$ cat src/rtl/hv_timing_pkg.sv
// Shared widths, register addresses and the timing configuration record.
package hv_timing_pkg;
    parameter int HW  = 16;   // horizontal field width
    parameter int VW  = 16;   // vertical total width
    parameter int VSW = 8;    // short vertical field width
    parameter int AW  = 5;    // write address width
    parameter int DW  = 8;    // write data width

    localparam logic [AW-1:0] A_CTRL   = 5'd0;
    localparam logic [AW-1:0] A_HTOT_L = 5'd1;
    localparam logic [AW-1:0] A_HTOT_H = 5'd2;
    localparam logic [AW-1:0] A_HBLK_L = 5'd3;
    localparam logic [AW-1:0] A_HBLK_H = 5'd4;
    localparam logic [AW-1:0] A_HDLY_L = 5'd5;
    localparam logic [AW-1:0] A_HDLY_H = 5'd6;
    localparam logic [AW-1:0] A_HWID_L = 5'd7;
    localparam logic [AW-1:0] A_HWID_H = 5'd8;
    localparam logic [AW-1:0] A_VTOT_L = 5'd9;
    localparam logic [AW-1:0] A_VTOT_H = 5'd10;
    localparam logic [AW-1:0] A_VBLK   = 5'd11;
    localparam logic [AW-1:0] A_VDLY   = 5'd12;
    localparam logic [AW-1:0] A_VWID   = 5'd13;

    typedef struct packed {
        logic           en;
        logic           hpol;
        logic           vpol;
        logic           ilace;
        logic [HW-1:0]  htot;
        logic [HW-1:0]  hblk;
        logic [HW-1:0]  hdly;
        logic [HW-1:0]  hwid;
        logic [VW-1:0]  vtot;
        logic [VSW-1:0] vblk;
        logic [VSW-1:0] vdly;
        logic [VSW-1:0] vwid;
    } tcfg_t;
endpackage

$ cat src/rtl/hv_cfg_bank.sv
// Shadow and running configuration banks.
// Byte writes land in the shadow bank; the running bank copies the whole
// shadow when load is high. Assumes HW and VW exceed DW.
module hv_cfg_bank
    import hv_timing_pkg::*;
(
    input  logic          clk,
    input  logic          rst_n,
    input  logic          we,
    input  logic [AW-1:0] addr,
    input  logic [DW-1:0] wdata,
    input  logic          load,
    output tcfg_t         act,
    output logic          nxt_ilace
);
    tcfg_t sh;

    // Shadow bank: decode one byte write per clock.
    always_ff @(posedge clk) begin
        if (!rst_n) begin
            sh      <= '0;
            sh.hpol <= 1'b1;
            sh.vpol <= 1'b1;
        end else if (we) begin
            case (addr)
                A_CTRL:   {sh.ilace, sh.vpol, sh.hpol, sh.en} <= wdata[3:0];
                A_HTOT_L: sh.htot[DW-1:0]  <= wdata;
                A_HTOT_H: sh.htot[HW-1:DW] <= wdata[HW-DW-1:0];
                A_HBLK_L: sh.hblk[DW-1:0]  <= wdata;
                A_HBLK_H: sh.hblk[HW-1:DW] <= wdata[HW-DW-1:0];
                A_HDLY_L: sh.hdly[DW-1:0]  <= wdata;
                A_HDLY_H: sh.hdly[HW-1:DW] <= wdata[HW-DW-1:0];
                A_HWID_L: sh.hwid[DW-1:0]  <= wdata;
                A_HWID_H: sh.hwid[HW-1:DW] <= wdata[HW-DW-1:0];
                A_VTOT_L: sh.vtot[DW-1:0]  <= wdata;
                A_VTOT_H: sh.vtot[VW-1:DW] <= wdata[VW-DW-1:0];
                A_VBLK:   sh.vblk <= wdata[VSW-1:0];
                A_VDLY:   sh.vdly <= wdata[VSW-1:0];
                A_VWID:   sh.vwid <= wdata[VSW-1:0];
                default:  ;
            endcase
        end
    end

    // Running bank: take the shadow at a frame boundary or while idle.
    always_ff @(posedge clk) begin
        if (!rst_n) begin
            act      <= '0;
            act.hpol <= 1'b1;
            act.vpol <= 1'b1;
        end else if (load) begin
            act <= sh;
        end
    end

    assign nxt_ilace = sh.ilace;

    // running configuration moves only on a load
    p_act_hold_r3: assert property (@(posedge clk) disable iff (!rst_n)
        !load |=> $stable(act));
endmodule

$ cat src/rtl/hv_scan_count.sv
// Pixel and line counters with field tracking.
// Counters start at 0 on every load; load is raised when disabled or on the
// last pixel of the last line. Assumes htot >= 1 and vtot >= 1 when enabled.
module hv_scan_count
    import hv_timing_pkg::*;
(
    input  logic          clk,
    input  logic          rst_n,
    input  logic          en,
    input  logic [HW-1:0] htot,
    input  logic [VW-1:0] vtot,
    input  logic          nxt_ilace,
    output logic [HW-1:0] hcnt,
    output logic [VW-1:0] vcnt,
    output logic          field,
    output logic          load
);
    logic last_h, last_v;

    // End-of-line and end-of-frame detection.
    always_comb begin
        last_h = (hcnt == htot - {{(HW-1){1'b0}}, 1'b1});
        last_v = (vcnt == vtot - {{(VW-1){1'b0}}, 1'b1});
        load   = !en || (last_h && last_v);
    end

    // Advance the raster position and flip the field at each boundary.
    always_ff @(posedge clk) begin
        if (!rst_n) begin
            hcnt  <= '0;
            vcnt  <= '0;
            field <= 1'b0;
        end else if (load) begin
            hcnt  <= '0;
            vcnt  <= '0;
            field <= (en && nxt_ilace) ? ~field : 1'b0;
        end else if (last_h) begin
            hcnt <= '0;
            vcnt <= vcnt + {{(VW-1){1'b0}}, 1'b1};
        end else begin
            hcnt <= hcnt + {{(HW-1){1'b0}}, 1'b1};
        end
    end

    // pixel counter stays inside the line
    p_hcnt_bound_r4: assert property (@(posedge clk) disable iff (!rst_n)
        (en && htot != '0) |-> (hcnt < htot));
    // field holds between boundaries
    p_field_hold_r8: assert property (@(posedge clk) disable iff (!rst_n)
        !load |=> $stable(field));
    // idle generator parks both counters at zero
    p_idle_park_r9: assert property (@(posedge clk) disable iff (!rst_n)
        !en |=> (hcnt == '0 && vcnt == '0));
endmodule

$ cat src/rtl/hv_sync_decode.sv
// Compares the raster position with the running configuration and registers
// hsync, vsync (polarity applied), data enable and field. Assumes
// hdly <= htot and vdly <= vtot while enabled.
module hv_sync_decode
    import hv_timing_pkg::*;
(
    input  logic          clk,
    input  logic          rst_n,
    input  tcfg_t         act,
    input  logic [HW-1:0] hcnt,
    input  logic [VW-1:0] vcnt,
    input  logic          field,
    output logic          hsync_o,
    output logic          vsync_o,
    output logic          de_o,
    output logic          field_o
);
    logic [HW-1:0] h_act_end, hs_beg, h_half;
    logic [HW:0]   hs_fin;
    logic [VW-1:0] v_act_end, vs_beg;
    logic [VW:0]   vs_fin;
    logic          in_hs, vs_prog, vs_alt, in_vs, in_act;

    // Region edges derived from total, blank, delay and width.
    always_comb begin
        h_act_end = act.htot - act.hblk;
        hs_beg    = act.htot - act.hdly;
        hs_fin    = {1'b0, hs_beg} + {1'b0, act.hwid};
        h_half    = act.htot >> 1;
        v_act_end = act.vtot - {{(VW-VSW){1'b0}}, act.vblk};
        vs_beg    = act.vtot - {{(VW-VSW){1'b0}}, act.vdly};
        vs_fin    = {1'b0, vs_beg} + {{(VW-VSW+1){1'b0}}, act.vwid};
        in_hs     = (hcnt >= hs_beg) && ({1'b0, hcnt} < hs_fin);
        vs_prog   = (vcnt >= vs_beg) && ({1'b0, vcnt} < vs_fin);
        vs_alt    = (act.vwid != '0) &&
                    ((vcnt == vs_beg && hcnt >= h_half) ||
                     (vcnt > vs_beg && {1'b0, vcnt} < vs_fin) ||
                     ({1'b0, vcnt} == vs_fin && hcnt < h_half));
        in_vs     = (field && act.ilace) ? vs_alt : vs_prog;
        in_act    = (hcnt < h_act_end) && (vcnt < v_act_end);
    end

    // Output register stage with polarity applied.
    always_ff @(posedge clk) begin
        if (!rst_n) begin
            hsync_o <= 1'b0;
            vsync_o <= 1'b0;
            de_o    <= 1'b0;
            field_o <= 1'b0;
        end else begin
            hsync_o <= (act.en && in_hs) ? act.hpol : ~act.hpol;
            vsync_o <= (act.en && in_vs) ? act.vpol : ~act.vpol;
            de_o    <= act.en && in_act;
            field_o <= field;
        end
    end

    // no data enable after an idle cycle
    p_de_idle_r9: assert property (@(posedge clk) disable iff (!rst_n)
        !act.en |=> !de_o);
    // idle hsync rests at the inverse of its polarity bit
    p_hs_rest_r7: assert property (@(posedge clk) disable iff (!rst_n)
        !act.en |=> (hsync_o == !$past(act.hpol)));
endmodule

$ cat src/rtl/hv_raster_gen.sv
// Top of the raster timing generator: configuration banks, scan counters
// and sync decode, all on the pixel clock.
module hv_raster_gen
    import hv_timing_pkg::*;
(
    input  logic          clk,
    input  logic          rst_n,
    input  logic          cfg_we,
    input  logic [AW-1:0] cfg_addr,
    input  logic [DW-1:0] cfg_wdata,
    output logic          hsync_o,
    output logic          vsync_o,
    output logic          de_o,
    output logic          field_o
);
    tcfg_t         act;
    logic          nxt_ilace, load, field;
    logic [HW-1:0] hcnt;
    logic [VW-1:0] vcnt;

    hv_cfg_bank u_bank (
        .clk(clk), .rst_n(rst_n), .we(cfg_we), .addr(cfg_addr),
        .wdata(cfg_wdata), .load(load), .act(act), .nxt_ilace(nxt_ilace)
    );

    hv_scan_count u_count (
        .clk(clk), .rst_n(rst_n), .en(act.en), .htot(act.htot),
        .vtot(act.vtot), .nxt_ilace(nxt_ilace), .hcnt(hcnt), .vcnt(vcnt),
        .field(field), .load(load)
    );

    hv_sync_decode u_dec (
        .clk(clk), .rst_n(rst_n), .act(act), .hcnt(hcnt), .vcnt(vcnt),
        .field(field), .hsync_o(hsync_o), .vsync_o(vsync_o), .de_o(de_o),
        .field_o(field_o)
    );
endmodule

$ cat config.mk
export PLATFORM = sky130hd
export DESIGN_NAME = hv_raster_gen
export DESIGN_NICKNAME = d
export VERILOG_FILES = /design/src/rtl/hv_timing_pkg.sv /design/src/rtl/hv_cfg_bank.sv /design/src/rtl/hv_scan_count.sv /design/src/rtl/hv_sync_decode.sv /design/src/rtl/hv_raster_gen.sv
export SDC_FILE = /design/constraint.sdc
export NUM_CORES = 1
export LEC_CHECK = 0
export ABC_CLOCK_PERIOD_IN_PS = 13650
export BUFFER_PORTS_ARGS = -buffer_cell sky130_fd_sc_hd__buf_4
export CORE_MARGIN = 3
export CORE_UTILIZATION = 55
export CTS_CLUSTER_DIAMETER = 80
export CTS_CLUSTER_SIZE = 25
export DETAILED_ROUTE_END_ITERATION = 8
export GPL_ROUTABILITY_DRIVEN = 1
export PLACE_DENSITY = 0.68
export SLEW_MARGIN = 10
export SYNTH_ARGS = -nofsm -noshare
export SYNTH_HDL_FRONTEND = slang
export SYNTH_SLANG_ARGS = --single-unit
$ cat constraint.sdc
create_clock -name clk -period 13.65 [get_ports clk]
set_clock_uncertainty 0.1 [all_clocks]
set_input_delay 2.73 -clock clk [delete_from_list [all_inputs] [get_ports clk]]
set_output_delay 2.73 -clock clk [all_outputs]
set_load 0.02 [all_outputs]
Word level (Yosys, flattened, before mapping) --
Index checks and enable logic that the tools add are counted.
Word-level totals: memory bits (writable) 0, bits in latches 0, memories kept 0, ROM bits 0, output and inout bits 4, flip-flop bits (word level) 253
Operators by class: multiplexer cells 4, div/mod/pow operators 0, magnitude comparators 9, shifts and indexed selects 0, bitwise logic cells 4, add/subtract/negate cells 10, multiply operators 0, equal/unequal tests 17, reductions and logical operators 35
Operators by type and width (count):
- $eq 16x16->1 | 3
- $lt 16x17->1 | 2
- $add 16x1->16 const B | 2
- $ge 16x16->1 | 2
- $lt 16x16->1 | 2
- $sub 16x1->16 const B | 2
- $sub 16x16->16 | 2
- $sub 16x8->16 | 2
- $eq 5x4->1 const B | 6
- $reduce_and 2->1 | 14
- $eq 5x3->1 const B | 4
- $add 16x16->17 | 1
- $add 16x8->17 | 1
- $eq 16x17->1 | 1
- $ge 16x15->1 | 1
- $gt 16x16->1 | 1
- $lt 16x15->1 | 1
- $logic_and 1x1->1 | 13
- $eq 5x2->1 const B | 2
- $reduce_bool 8->1 | 1
- $eq 5x1->1 const B | 1
- $logic_not 5->1 | 1
- $mux 1 | 4
- $not 1->1 | 4
- other kinds (4) | 6

Longest topological paths before layout --
Gate-level depths: netlist of run 1.
depth after elaboration 10, gate-level depth with buffers 26, mapped depth without buffers 26

Cells and area by module --
A second synthesis of run 1 with hierarchy kept.
Unflattened totals: cell total of the unflattened synthesis 1915, area, all modules 16995.0 um2
Modules (own cells, without submodules):
- hv_cfg_bank | times used 1, cells each 729, area each 8022.7 um2
- hv_sync_decode | times used 1, cells each 847, area each 6287.3 um2
- hv_scan_count | times used 1, cells each 339, area each 2685.1 um2

Worst setup path before layout of run 1 --
OpenSTA, ideal clock, no wires.
kind reg2reg, start point register u_bank.act[24] (netlist name), end point register u_dec.vsync_o, setup time 0.132 ns, required time 13.418 ns, arrival 4.622 ns, clock period less this slack 4.854 ns, cell stages (with the launch flop) 21, buffers on the path 0, slack 8.796 ns, path through dfxtp_1 -> inv_1 -> ha_1 -> inv_1 -> fa_1 -> a21o_1 -> a221oi_1 -> xnor2_1 -> ha_1 -> nor3_1 -> or4_1 -> or3_1 -> xnor2_1 -> ha_1 -> nand3_1 -> nor2_1 -> nand4_1 -> or4_1 -> nor3_1 -> a21o_1 -> o211ai_1
On the way: longest elaborated chain between the ends 10
Ends and longest elaborated chain:
- $sub 16x8->16 (*) | RTL line hv_sync_decode.sv:31 | vs_beg = act.vtot - {{(VW-VSW){1'b0}}, act.vdly};
- $add 16x8->17 | RTL line hv_sync_decode.sv:32 | vs_fin = {1'b0, vs_beg} + {{(VW-VSW+1){1'b0}}, act.vwid};
- $lt 16x17->1 | RTL line hv_sync_decode.sv:34, hv_sync_decode.sv:37
- $logic_and 1x1->1 | RTL line hv_sync_decode.sv:37 | (vcnt > vs_beg && {1'b0, vcnt} < vs_fin) ||
- $logic_or 1x1->1 | RTL line hv_sync_decode.sv:36 | ((vcnt == vs_beg && hcnt >= h_half) ||
- $logic_or 1x1->1 | RTL line hv_sync_decode.sv:37
- $logic_and 1x1->1 | RTL line hv_sync_decode.sv:35 | vs_alt = (act.vwid != '0) &&
- $mux 1 (*) | RTL line hv_sync_decode.sv:39 | in_vs = (field && act.ilace) ? vs_alt : vs_prog;
- $logic_and 1x1->1 (*) | RTL line hv_sync_decode.sv:52 | vsync_o <= (act.en && in_vs) ? act.vpol : ~act.vpol;
- $mux 1 (*) | RTL line hv_sync_decode.sv:52
- end signal: assignment | RTL line hv_sync_decode.sv:52
- end: declaration | RTL line hv_sync_decode.sv:14 | output logic vsync_o,
Mark *: on every way between the ends. The rest lies on a longest branch, timed or not. A chain may end at the register's enable or synchronous reset.

Worst setup path after layout of run 1 --
start point register u_bank.act[24] (netlist name), end point register u_dec.vsync_o
On the way: longest elaborated chain between the ends 10
Ends and longest elaborated chain (RTL line):
- $sub 16x8->16 (*) | hv_sync_decode.sv:31
- $add 16x8->17 | hv_sync_decode.sv:32
- $lt 16x17->1 | hv_sync_decode.sv:34, hv_sync_decode.sv:37
- $logic_and 1x1->1 | hv_sync_decode.sv:37
- $logic_or 1x1->1 | hv_sync_decode.sv:36
- $logic_or 1x1->1 | hv_sync_decode.sv:37
- $logic_and 1x1->1 | hv_sync_decode.sv:35
- $mux 1 (*) | hv_sync_decode.sv:39
- $logic_and 1x1->1 (*) | hv_sync_decode.sv:52
- $mux 1 (*) | hv_sync_decode.sv:52
Marks and branches as above.

==> impl_metrics.ini, run 1 <==
[route]
first_pass_iters = 5
wl_per_cell_um = 19.5
vias = 13800
drt-vias-per-instance = 5.89
drc = 0
ant_nets = 0
finalWirelength_um = 45600
drt_iter0_drc = 1149

[floorplan]
die_x_um = 181
start_util = 0.565
num_rows = 63
ioPinCount = 20
fp.dieH_um = 181
coreArea_sq_mm = 0.0300
die_area_sq_mm = 0.0329

[layout]
multi_input_area_sq_mm = 0.0110
fillers = 2730
final_cells = 2343
insertedDiodeCount = 0
final_util = 0.598
register_area_sq_mm = 0.00507
nNetsFinal = 2147
area_growth_pct = 5.81
layout-drive-gt1-share = 0.0415

[synthesis]
synth-edff-count = 0
syn_area_sq_mm = 0.0169
synth.avg_cell_area_sq_um = 8.55
syn_nets = 2186
synth-main-ff-cell = dfxtp_1
synth.area.top_cells = dfxtp_1 30%, ha_1 14%, mux2i_1 7.6%, nor2b_1 5.4%, nand3_1 4.2%
yosysWarningCount = 0
post-synth-top-count-cell = dfxtp_1
synthCells = 1981
yosysUniqueCellTypes = 80
yosys-top-cells-count = 253 x dfxtp_1, 183 x ha_1, 152 x nand2_1
synth_largest_area_cell = dfxtp_1
async_flop_share = 0
netlist.area_leader.share = 0.299
synth-seq-area-share = 0.299
yosys_register_bits = 253

[timing]
rsz0062_at_grt = no
tightest_slew_ns = 1.07
fin_crit_ns = 5.49
final.setup.tns_ns = 0
max_freq_ghz = 0.182
finalCritPeriodShare = 0.402
hold_viol_final = 0
setup_viol = 0
setup_ws_ns = 8.16
relSlewSlack = 0.287
drv_slew = 0

[critical_path]
startpoint_type = flop
cp.arrival_ns = 5.80
critical_path.top_delay_family = simple AND/OR/NAND/NOR gates
critical_path_peak_fanout = 5
path_common_cell = ha_1
path_class = reg2reg
required_ns = 13.96
cp_cell_sequence = inv_1 > ha_1 > inv_1 > fa_1 > a21o_1 > a221oi_1 > xnor2_1 > ha_1 > nor3_1 > or4_1 > or3_1 > xnor2_1 > ha_1 > nand3_1 > nor2_1 > nand4_1 > or4_1 > nor3_1 > a21o_1 > o211ai_1
cp_slowest_stage_delay_ns = 0.60
worst_path_max_delay_cell = or4_1
critPathBufInv = 2
setup.worst_path.end_class = flop

[clock_network]
cts_buffer_depth = 3
cts-root-buf = clkbuf_16
cts_buffers = 19
post-cts-setup-buffer-count = 0
cts_tree = built
ctsResizeCount = 0
clkSlewWorstSetupHoldPaths_ns = 0.10
htreeDepth = 1
cts_sinks = 253
insertion_delay_ns = 0.54
hold_buffers = 0

[placed_design]
port_buffers = 19
place.gp.congestion = 0.977
dpl_worst_slack_ns = 8.25
place_hpwl_um = 32600
placed_cells = 2311

[global_routing]
grt_pass1_vias = 13100
antenna_found_initial = 0
grtUsageTotal = 0.273
overflow = 0
grt_pass1_wl_um = 72700
grt_max_degree = 119

[flow_run]
maxCapViolCount = 0

[run_status]
status = complete, no violations

[min_path]
hold_class = reg2reg

[power]
p_leak_nw = 7.30
peakVddDrop_v = 0.0000967
power_density_mw_per_mm2 = 83.3
-- tightest hold or removal path: stages (launching register included) --
cell and delay [ns]:
dfxtp_1 0.32, nand2_1 0.05, a21boi_1 0.05
-- metrics by stage --
| step | hold slack, ns | total power, W | cell area [sq um] |
|---|---|---|---|
| 4_1_cts | 0.360 | 0.00150 | 17900 |
| 6_report | 0.361 | 0.00149 | 17900 |
| 3_5_place_dp | 0.346 | 0.000897 | 17300 |
| 5_1_grt | 0.375 | 0.00155 | 17900 |
| 3_3_place_gp | 0.339 | 0.000895 | 17300 |
| 2_1_floorplan | 0.323 | 0.000861 | 16900 |
-- cell usage in the layout (no fill, tap or decap), drive strengths merged, types with 77 or more instances in the layout --
cell type and count:
nor2b 145, mux2i 128, nor2 88, inv 135, dfxtp 253, ha 183, a21boi 93, xnor2 77
nand2 153, a21oi 80, nand3 142
-- cell families (layout without fill, tap and decap cells) --
| kind of cell | Yosys count | count (layout) | share of synthesized area |
|---|---|---|---|
| and+or+nand+nor | 702 | 702 | 0.217 |
| AOI/OAI and AO/OA | 353 | 353 | 0.142 |
| DFF | 253 | 253 | 0.299 |
| buffers and inverters | 215 | 187 | 0.0514 |
| adders and majority gates | 189 | 189 | 0.142 |
| xor gates and xnor gates | 141 | 141 | 0.0729 |
| muxes | 128 | 128 | 0.0757 |
-- per-layer routing --
metal | track usage | part of all wire
met1 | 0.427 | 0.51
met2 | 0.395 | 0.41
met3 | 0.0425 | 0.064
met4 | 0.0524 | 0.017
met5 | 0 | 0
-- sequential cells by signal (all words and copies together), names as in the netlist --
signal            cells
u_bank.nxt_ilace      1
u_dec.de_o            1
u_count.vcnt         16
u_bank.sh           107
u_dec.hsync_o         1
u_dec.field_o         1
u_bank.act          108
u_count.field         1
u_count.hcnt         16
u_dec.vsync_o         1
-- final timing paths --
kind	start	to	slack, ns	depth (start not counted)
worst max-delay path	u_bank.act[24]$_SDFFE_PN0P_	u_dec.vsync_o$_SDFF_PN0_	8.16	20
worst min-delay path	u_bank.sh[73]$_SDFFE_PN0P_	u_bank.act[73]$_SDFFE_PN0P_	0.36	2
worst max register to register	u_bank.act[24]$_SDFFE_PN0P_	u_dec.vsync_o$_SDFF_PN0_	8.16	20
worst min register to register	u_bank.sh[73]$_SDFFE_PN0P_	u_bank.act[73]$_SDFFE_PN0P_	0.36	2
-- layout make-up --
type	count	area share
Timing Repair Buffer	29	0.0122
Clock buffer	19	0.0265
Tap cell	390	0.0272
Sequential cell	253	0.283
Clock inverter	13	0.0103
Multi-Input combinational cell	1513	0.615
Inverter	126	0.0264
-- power breakdown --
group          switching [W]  internal, W  total, W
sequential        0.00000340     0.000741  0.000745
combinational      0.0000785    0.0000585  0.000137
clock               0.000328     0.000283  0.000611
total               0.000410      0.00108   0.00149
(Power assumes the default switching activity.)
==> inputs of run 2 (changes only) <==
--- a/config.mk
+++ b/config.mk
@@ -5,7 +5,8 @@
 export SDC_FILE = /design/constraint.sdc
 export NUM_CORES = 1
 export LEC_CHECK = 0
-export ABC_CLOCK_PERIOD_IN_PS = 13650
+export ABC_AREA = 1
+export ABC_CLOCK_PERIOD_IN_PS = 5000
 export BUFFER_PORTS_ARGS = -buffer_cell sky130_fd_sc_hd__buf_4
 export CORE_MARGIN = 3
 export CORE_UTILIZATION = 55
@@ -13,7 +14,7 @@
 export CTS_CLUSTER_SIZE = 25
 export DETAILED_ROUTE_END_ITERATION = 8
 export GPL_ROUTABILITY_DRIVEN = 1
-export PLACE_DENSITY = 0.68
+export PLACE_DENSITY = 0.71
 export SLEW_MARGIN = 10
 export SYNTH_ARGS = -nofsm -noshare
 export SYNTH_HDL_FRONTEND = slang
==> constraint.sdc (replaced) <==
create_clock -name clk -period 5 [get_ports clk]
set_clock_uncertainty 0.1 [all_clocks]
set_input_delay 1 -clock clk [delete_from_list [all_inputs] [get_ports clk]]
set_output_delay 1 -clock clk [all_outputs]
set_load 0.02 [all_outputs]
==> run 2 against run 1 <==
Synthesized cell count increased by 17%. Count of clock-buffer cells in the layout decreased by 2. Critical path depth increased by 7. Combinational power increased to 6.9 times the previous value. First-iteration DRC count decreased by 4.1%. Via count increased by 8.3%. Core utilization increased by 0.22 points. Global-route usage increased by 0.27 points. Wire length decreased by 2.6%. Non-clock buffer count increased by 8. Flip-flop and latch count unchanged.
==> impl_metrics.ini, run 2 <==
[power]
p_leak_nw = 7.83
power_density_mw_per_mm2 = 256
peakVddDrop_v = 0.000297

[critical_path]
startpoint_type = flop
rr_startpoint = u_bank.act[24]$_SDFFE_PN0P_
critical_path_peak_fanout = 4
cp.depth = 27
cp_slowest_stage_delay_ns = 0.57
worstReg2RegEnd = u_dec.vsync_o$_SDFF_PN0_
critical_path.top_delay_family = adder cells
r2r_slack_ns = 0.41
path_common_cell = nand2_1
cp.arrival_ns = 4.88
worst_path_max_delay_cell = fa_2
critPathBufInv = 3
required_ns = 5.29
ff2ff_path_depth = 27
setup.worst_path.end_class = flop
path_class = reg2reg

[synthesis]
synth_largest_area_cell = dfxtp_1
yosysUniqueCellTypes = 45
synth.avg_cell_area_sq_um = 7.08
post-synth-top-count-cell = nor2_1
syn_nets = 2532
async_flop_share = 0
yosysWarningCount = 0
synth-seq-area-share = 0.307
synthCells = 2327
netlist.area_leader.share = 0.307
synth-main-ff-cell = dfxtp_1
syn_area_sq_mm = 0.0165
synth.area.top_cells = dfxtp_1 31%, ha_1 14%, nor2_1 10%, nand2_1 7.1%, xor2_1 6.2%
yosys_register_bits = 253
synth-edff-count = 0
yosys-top-cells-count = 460 x nor2_1, 313 x nand2_1, 258 x inv_1

[layout]
layout-drive-gt1-share = 0.0426
fin_area_sq_mm = 0.0175
final_cells = 2707
nNetsFinal = 2521
fillers = 2811
reg_top3 = u_bank.act (108), u_bank.sh (107)
largest_reg_flops = 108
insertedDiodeCount = 0
final_common_cell = nor2_1
regMostFlops = u_bank.act
final_cell_mix = 458 x nor2_1, 313 x nand2_1, 257 x inv_1
area_growth_pct = 5.94

[clock_network]
cts_buffers = 17
cts-root-buf = clkbuf_16
cts_sinks = 253
clkSlewWorstSetupHoldPaths_ns = 0.09
insertion_delay_ns = 0.52
cts_tree = built
cts_buffer_depth = 3
htreeDepth = 1

[floorplan]
num_rows = 62
coreArea_sq_mm = 0.0291
die_area_sq_mm = 0.0321
start_util = 0.567
fp.dieH_um = 179
ioPinCount = 20
die_x_um = 179

[min_path]
hp-start = u_bank.sh[90]$_SDFFE_PN0P_
hold_path_end = u_bank.sh[90]$_SDFFE_PN0P_
hold_class = reg2reg
holdPathStages = 2

[global_routing]
grtUsageTotal = 0.275
antenna_found_initial = 0
grt_pass1_vias = 13700
overflow = 0
grt_pass1_wl_um = 71000
grt_max_degree = 123

[route]
wl_per_cell_um = 16.4
finalWirelength_um = 44400
wl_met2_um = 18700
drt_iter0_drc = 1102
first_pass_iters = 6
wl_met1_um = 22000
vias = 14900
highest_layer = met4
drt-vias-per-instance = 5.51
wl_met3_um = 2900
drc = 0
ant_nets = 0

[timing]
setup_ws_ns = 0.414
setup_viol = 0
relSlewSlack = 0.321
rsz0062_at_grt = yes
drv_slew = 0
tightest_slew_ns = 1.02
hold_viol_final = 0
finalCritPeriodShare = 0.917
fin_crit_ns = 4.59
max_freq_ghz = 0.218

[placed_design]
place.gp.congestion = 0.970
placed_cells = 2680
port_buffers = 19
place_hpwl_um = 32900
dpl_worst_slack_ns = 0.190
dpl_cell_area_sq_mm = 0.0169

[flow_run]
maxCapViolCount = 0

[run_status]
status = complete, no violations
[run 2: changes by cell type in the layout (fill, tap and decap cells not counted), moves of 25 or more]
| cell | delta |
|---|---|
| nor2_1 | +370 |
| nand2_1 | +161 |
| nor2b_1 | -145 |
| inv_1 | +131 |
| mux2i_1 | -128 |
| o21ai_0 | +124 |
| a21oi_1 | +92 |
| a21boi_0 | -61 |
| xor2_1 | +52 |
| xnor2_1 | -37 |
| nand3_1 | -36 |
| o21ai_1 | +32 |
| a21boi_1 | -31 |
| a21o_1 | -25 |
[run 2: layout make-up]
type	instances	area, sq um	area share
multi-input combinational	1743	10100	0.577
sequential	253	5060	0.290
inverter	264	991	0.0567
tap	384	480	0.0275
clock buffer	17	425	0.0244
timing repair buffer	37	303	0.0173
clock inverter	9	118	0.00673
[run 2: tightest hold or removal path: cells and delay by family, from the launching register on]
kind,cells,cell delay [ns]
flip-flops,1,0.32
buffers and inverters,1,0.05
AO/OA/AOI/OAI,1,0.05
[run 2: what timing repair did]
action,4_1_cts,5_1_grt
setup endpoints to repair,0,2
buffers inserted,0,1
resized for setup,0,16
hold buffers,0,0
[run 2: how the worst max path moves through the flow]
stage / start / endpoint / slack [ns]
6_report: u_bank.act[24]$_SDFFE_PN0P_ / u_dec.vsync_o$_SDFF_PN0_ / 0.41
4_1_cts: u_bank.act[88]$_SDFFE_PN0P_ / u_dec.hsync_o$_SDFF_PN0_ / 0.15
3_3_place_gp: u_bank.act[88]$_SDFFE_PN0P_ / u_dec.hsync_o$_SDFF_PN0_ / 0.32
5_1_grt: u_bank.act[88]$_SDFFE_PN0P_ / u_dec.hsync_o$_SDFF_PN0_ / -0.05
2_1_floorplan: u_bank.act[88]$_SDFFE_PN0P_ / u_dec.hsync_o$_SDFF_PN0_ / 0.77
3_5_place_dp: u_bank.act[88]$_SDFFE_PN0P_ / u_dec.hsync_o$_SDFF_PN0_ / 0.19
[run 2: where the power goes]
group,total (W),internal [W],leakage [nW],switching (W)
clock network,0.00148,0.000703,0.262,0.000773
registers,0.00206,0.00204,2.04,0.0000203
logic,0.000939,0.000331,5.53,0.000608
total,0.00447,0.00307,7.83,0.00140
[run 2: per-layer routing]
layer / global-route usage / up-vias
met4: 0.0474 / 0
met2: 0.422 / 395
met1: 0.416 / 6950
met5: 0 / -
met3: 0.0383 / 37
li1: - / 7547
[run 2: cells by family after synthesis]
logic type	after synthesis	synth area share
xor gates and xnor gates	157	0.0843
adders and majority gates	189	0.146
DFF	253	0.307
AOI/OAI and AO/OA	419	0.132
buffers and inverters	331	0.0836
and+or+nand+nor	978	0.246
[run 2: metrics by stage]
| step | utilization | hold WS [ns] | power (W) | TNS, ns |
|---|---|---|---|---|
| after floorplan | - | 0.319 | 0.00278 | 0 |
| after CTS | 0.599 | 0.352 | 0.00447 | 0 |
| after global placement | 0.580 | 0.333 | 0.00299 | 0 |
| after global routing | 0.600 | 0.364 | 0.00468 | -0.0469 |
| after detailed placement | 0.580 | 0.338 | 0.00301 | 0 |
| final | 0.600 | 0.353 | 0.00447 | 0 |
